## src/rtl/adpcm_bypass_delay.sv

```systemverilog
module adpcm_bypass_delay #(
  parameter int NCH = 4
) (
  input  logic               clk,
  input  logic               rst_n,
  input  logic               frame_tick,
  input  logic [2:0]         mode,
  input  logic               sel,
  input  logic               rate3,
  input  logic [8*NCH-1:0]   pcm_in,
  input  logic [4*NCH-1:0]   adpcm_in,
  output logic [4*NCH-1:0]   adpcm_out,
  output logic [8*NCH-1:0]   pcm_out
);
  localparam int OW   = 8 * NCH;
  localparam int AW   = 4 * NCH;
  localparam int SLOT = 2 * NCH;
  localparam logic [2:0] MODE_WIDE   = 3'b011;
  localparam logic [2:0] MODE_NARROW = 3'b100;

  logic wide, narrow, byp, flush;
  logic [4:0] key, key_q;
  logic [AW-1:0] enc_fmt, enc_s1, enc_s2;
  logic [OW-1:0] dec_fmt, dec_s1, dec_s2;

  assign wide   = (mode == MODE_WIDE);
  assign narrow = (mode == MODE_NARROW);
  assign byp    = wide | narrow;
  assign key    = {mode, narrow & sel, wide & rate3};
  assign flush  = !byp || (key != key_q);

  always_comb begin
    enc_fmt = '0;
    dec_fmt = '0;
    for (int n = 0; n < NCH; n++) begin
      if (wide && !rate3) begin
        enc_fmt[4*n +: 4]   = pcm_in[8*n+4 +: 4];
        dec_fmt[8*n+4 +: 4] = adpcm_in[4*n +: 4];
      end else if (wide) begin
        enc_fmt[4*n+1 +: 3] = pcm_in[8*n+5 +: 3];
        dec_fmt[8*n+5 +: 3] = adpcm_in[4*n+1 +: 3];
      end else if (narrow) begin
        if (sel) begin
          enc_fmt[SLOT+2*n +: 2] = pcm_in[8*n+6 +: 2];
          dec_fmt[8*n+6 +: 2]    = adpcm_in[SLOT+2*n +: 2];
        end else begin
          enc_fmt[2*n +: 2]   = pcm_in[8*n+6 +: 2];
          dec_fmt[8*n+6 +: 2] = adpcm_in[2*n +: 2];
        end
      end
    end
  end

  always_ff @(posedge clk) begin
    if (!rst_n) begin
      key_q  <= '0;
      enc_s1 <= '0;
      enc_s2 <= '0;
      dec_s1 <= '0;
      dec_s2 <= '0;
    end else begin
      key_q <= key;
      if (flush) begin
        enc_s1 <= '0;
        enc_s2 <= '0;
        dec_s1 <= '0;
        dec_s2 <= '0;
      end else if (frame_tick) begin
        enc_s1 <= enc_fmt;
        enc_s2 <= enc_s1;
        dec_s1 <= dec_fmt;
        dec_s2 <= dec_s1;
      end
    end
  end

  assign adpcm_out = enc_s2;
  assign pcm_out   = dec_s2;

  AST_TWO_FRAME: assert property (@(posedge clk) disable iff (!rst_n)
    (frame_tick && !flush) |=> (adpcm_out == $past(enc_s1) && pcm_out == $past(dec_s1)));
  AST_HOLD_BETWEEN_TICKS: assert property (@(posedge clk) disable iff (!rst_n)
    (!frame_tick && !flush) |=> ($stable(adpcm_out) && $stable(pcm_out)));
  AST_UNUSED_SLOT_ZERO: assert property (@(posedge clk) disable iff (!rst_n)
    (narrow && !flush) |=> (($past(sel) ? adpcm_out[SLOT-1:0] : adpcm_out[AW-1:SLOT]) == '0));
  AST_IDLE_ZERO: assert property (@(posedge clk) disable iff (!rst_n)
    !byp |=> (adpcm_out == '0 && pcm_out == '0));
  AST_FLUSH_ON_CHANGE: assert property (@(posedge clk) disable iff (!rst_n)
    (byp && key != key_q) |=> (adpcm_out == '0 && pcm_out == '0));
endmodule

```

## config.mk

```make
export PLATFORM = sky130hd
export DESIGN_NAME = adpcm_bypass_delay
export DESIGN_NICKNAME = d
export VERILOG_FILES = /design/src/rtl/adpcm_bypass_delay.sv
export SDC_FILE = /design/constraint.sdc
export NUM_CORES = 1
export LEC_CHECK = 0
export ABC_AREA = 1
export BUFFER_PORTS_ARGS = -buffer_cell sky130_fd_sc_hd__buf_2
export CAP_MARGIN = 5
export CORE_AREA = 2 2 94 96
export DETAILED_ROUTE_END_ITERATION = 10
export DIE_AREA = 0 0 96 98
export GPL_TIMING_DRIVEN = 0
export MAX_ROUTING_LAYER = met4
export PLACE_DENSITY = 0.64
export SYNTH_ARGS = -nofsm -noshare
export SYNTH_HDL_FRONTEND = slang
export SYNTH_SLANG_ARGS = --single-unit
```

## constraint.sdc

```tcl
create_clock -name clk -period 1.1 [get_ports clk]
set_input_delay 0 -clock clk [delete_from_list [all_inputs] [get_ports clk]]
set_output_delay 0 -clock clk [all_outputs]
set_load 0.01 [all_outputs]
```

==> parameters.txt <==
Parameter                              Value

Status
  Run status    finished with violations
  Violations in the final reports    setup timing

Critical path
  Total buffers and inverters traversed by the critical path    2
  Largest incremental delay on the critical path    0.34 ns
  R2R Setup Slk    -0.23 ns
  Worst-path cell chain    inv_1, nand2_1, nand2_1, nor2_1, nand2_1, nor2_4, nand3_4, buf_6, nor2_1
  Element type at the critical path end    register
  Arrival time at the worst endpoint    1.62 ns
  Number of cells on the worst reg-to-reg path    9
  Critical path's top delay family    simple AND/OR/NAND/NOR gates
  Worst EP required    1.39 ns
  Critical path launch point type    register
  Crit path max fanout    10
  Critical path class    reg2reg
  Worst r2r src    key_q[4]
  Top cell by count, worst path    nand2_1
  Critical-path cell with the highest stage delay    dfxtp_2
  Levels on crit path    9
  R2r endpoint    enc_s1[8]

Yosys
  Post-synthesis register bit count    69
  Total of warnings raised by yosys    0
  Sequential fraction of the synthesis area    0.434
  Synth area leaders    dfxtp_1, nand2_1, mux2i_1
  Area share of the leading cell type in the synthesized netlist    0.434
  XOR/XNOR share of the synthesized area    0
  Combinational family with the most area after synthesis    simple AND/OR/NAND/NOR gates
  Adder-cell share of the synthesized area    0
  Combined area of all synthesized cells    0.00318 mm^2
  Share of cell area taken by muxes after synthesis    0.123
  Area leader, netlist    dfxtp_1
  Area share of and/or/nand/nor cells after synthesis    0.289
  Synth Area in Compound Gates    0.0448
  Cell variety after synth    23
  Cells after synthesis    409
  Average cell area after synthesis    7.78 um^2

Final layout
  Diode insertion count for antenna repair    0
  Layout net count    575
  Post-Route Utilization    0.480
  Share of post-route cells with drive strength above 1    0.279
  Area of combinational cells with multiple inputs    0.00153 mm^2
  Sequential cell area    0.00138 mm^2
  Layout overhead on the synthesized area    27.6%
  Number of cells in the finished layout apart from fillers    632
  Fill count    878

Global route
  First-pass GRT wire length    13100 um
  Largest net degree at the start of global routing    15
  Number of global-route vias before repair    2724
  All-layer global routing usage    0.186
  Final global-route overflow total    0
  Number of antenna violations at the first check in global routing    0

Floorplan
  Top-level I/O count    104
  Number of standard-cell rows in the floorplan    34
  Vertical die dimension    98 um
  Chip Width    96 um
  Area of the core    0.00847 mm^2
  Initial Util    0.376
  Area enclosed by the die boundary    0.00941 mm^2

Drt
  Detail-routed via count per cell    4.60
  Iteration count of the initial detailed-routing pass    4
  DR vias    2908
  Residual DRC count    0
  Remaining number of nets flagged by the antenna check after routing    0
  Routed wirelength normalized by instance count    12.6 um
  Detailed Route Iter0 Violations    163
  DRT Wirelength    7990 um

STA
  Number of setup violations in the final report    64
  Highest clock rate    0.754 GHz
  Max transition margin    0.550
  Slew of the pin with the lowest slew margin    0.675 ns
  Minimum setup slack in the final design    -0.227 ns
  Time the worst path needs with I/O delays and setup    1.33 ns
  Sum of negative setup slack    -12.92 ns
  Final-report max-slew violation count    0
  Setup skew after layout    0.00634 ns
  Hold Vio Cnt, Final    0
  Hold slack    0.0128 ns
  Unrepaired setup endpoints after global routing    true
  Crit share post-route    1.21

Hold path
  Hold path startpoint    pcm_in[4]
  Min-Delay Path Depth    5
  Worst Hold Path EP    enc_s1[0]
  Hold Crit Class    in2reg

Placed design
  RePlAce Congestion    0.840
  Port Buffer Count    69
  Placed cell count    601
  Detailed Place HPWL    5870 um

Job
  Number of maximum-capacitance constraint violations    0

Pwr
  Switching power share of the total    0.277
  Portion of total power attributed to sequential cells    0.508
  Maximum vdd ir drop    634 uV
  Clock power share    0.385
  Switching power of the nets    1370 uW
  LEAKAGE    0.00195 uW
  Power density cells    1220 mW/mm^2
  Share of total power in combinational logic    0.107
  Internal power    3570 uW

Clock network
  H-tree levels    3
  Clk sink count    69
  Clock transition at the registers of the reported paths    0.08 ns
  Clock latency of the later-clocked register in the worst-skew pair    0.36 ns
  Root cell of the clock tree    clkbuf_8
  Clock tree from TritonCTS    yes
  Number of buffers created by CTS    9
  Number of buffers between clock root and the deepest sink    2
worst max path at each step:
stage              endpoint     start
4_1_cts        adpcm_out[9]  key_q[4]
3_3_place_gp    pcm_out[30]   mode[0]
6_report          enc_s1[8]  key_q[4]
2_1_floorplan    dec_s1[29]  key_q[4]
3_5_place_dp    pcm_out[28]   mode[0]
5_1_grt          dec_s1[13]  key_q[4]
metrics by stage:
step	total power (uW)	cell area (um^2)	worst slack [ns]
after floorplan	2890	3240	-0.0268
after global placement	3050	3720	-0.268
after detailed placement	3050	3720	-0.281
after CTS	4980	4060	-0.215
after global routing	5160	4060	-0.356
final	4940	4060	-0.227
per-layer routing:
metal  track usage  routed length (um)  vias to the layer above
met5             -                   0                        -
met3        0.0548                 572                       17
met1         0.239                3570                     1289
met2         0.284                3750                      119
met4        0.0505                  97                        0
li1              -                   -                     1483
cell type report:
| class | instances | area share |
|---|---|---|
| inverters | 23 | 0.0213 |
| flip-flops and latches | 69 | 0.341 |
| repair buffers | 83 | 0.118 |
| plain buffers | 38 | 0.0647 |
| well taps | 108 | 0.0333 |
| clock buffers | 9 | 0.0305 |
| clock inverters | 7 | 0.0148 |
| multi-input cells | 295 | 0.377 |
layout by cell type (no fill, tap or decap), drive strengths merged:
cell	netlist	routed
a21boi	6	6
a21oi	7	7
buf	30	101
clkbuf	8	17
clkinv	0	5
clkinvlp	0	1
conb	1	16
dfxtp	69	69
dlygate4sd3	0	12
inv	23	24
mux2i	39	39
nand2	109	109
nand3	22	23
nand4	3	3
nor2	78	78
o211ai	1	1
o21ai	11	11
or2	2	2
timing repair:
action,4_1_cts,5_1_grt
setup endpoints to repair,64,64
hold buffers,12,0
pin swaps,1,1
cloned,1,0
resized for setup,2,1
buffers inserted,2,0
hold endpoints to repair,12,0
cell families after synthesis:
family,Yosys count
simple gates,214
flops,69
buf+inv,61
mux,39
compound gates,25
other cells,1
cells in the mapped netlist (all sizes together):
library cell  count
o21ai            11
dfxtp            69
o211ai            1
mux2i            39
nand2           109
inv              23
nand4             3
clkbuf            8
nand3            22
a21oi             7
or2               2
a21boi            6
conb              1
buf              30
nor2             78
registers in the layout, summed over array words and instances (netlist names):
name       cells
pcm_out       16
enc_s1        16
adpcm_out     16
key_q          5
dec_s1        16
tightest hold or removal path, cell delays in order:
cell      delay [ns]
buf_2           0.08
nand2_1         0.04
nand2_1         0.05
a21boi_0        0.07
nor2_1          0.09
power groups by stage:
stage | Combinational, uW | Clock, uW | Sequential, uW
CTS | 525 | 1950 | 2510
global placement | 483 | 0 | 2570
detailed placement | 485 | 0 | 2570
finish | 529 | 1900 | 2510
floorplan | 322 | 0 | 2570
global route | 595 | 2050 | 2510
Note: power is estimated with default switching activity, not from simulation.
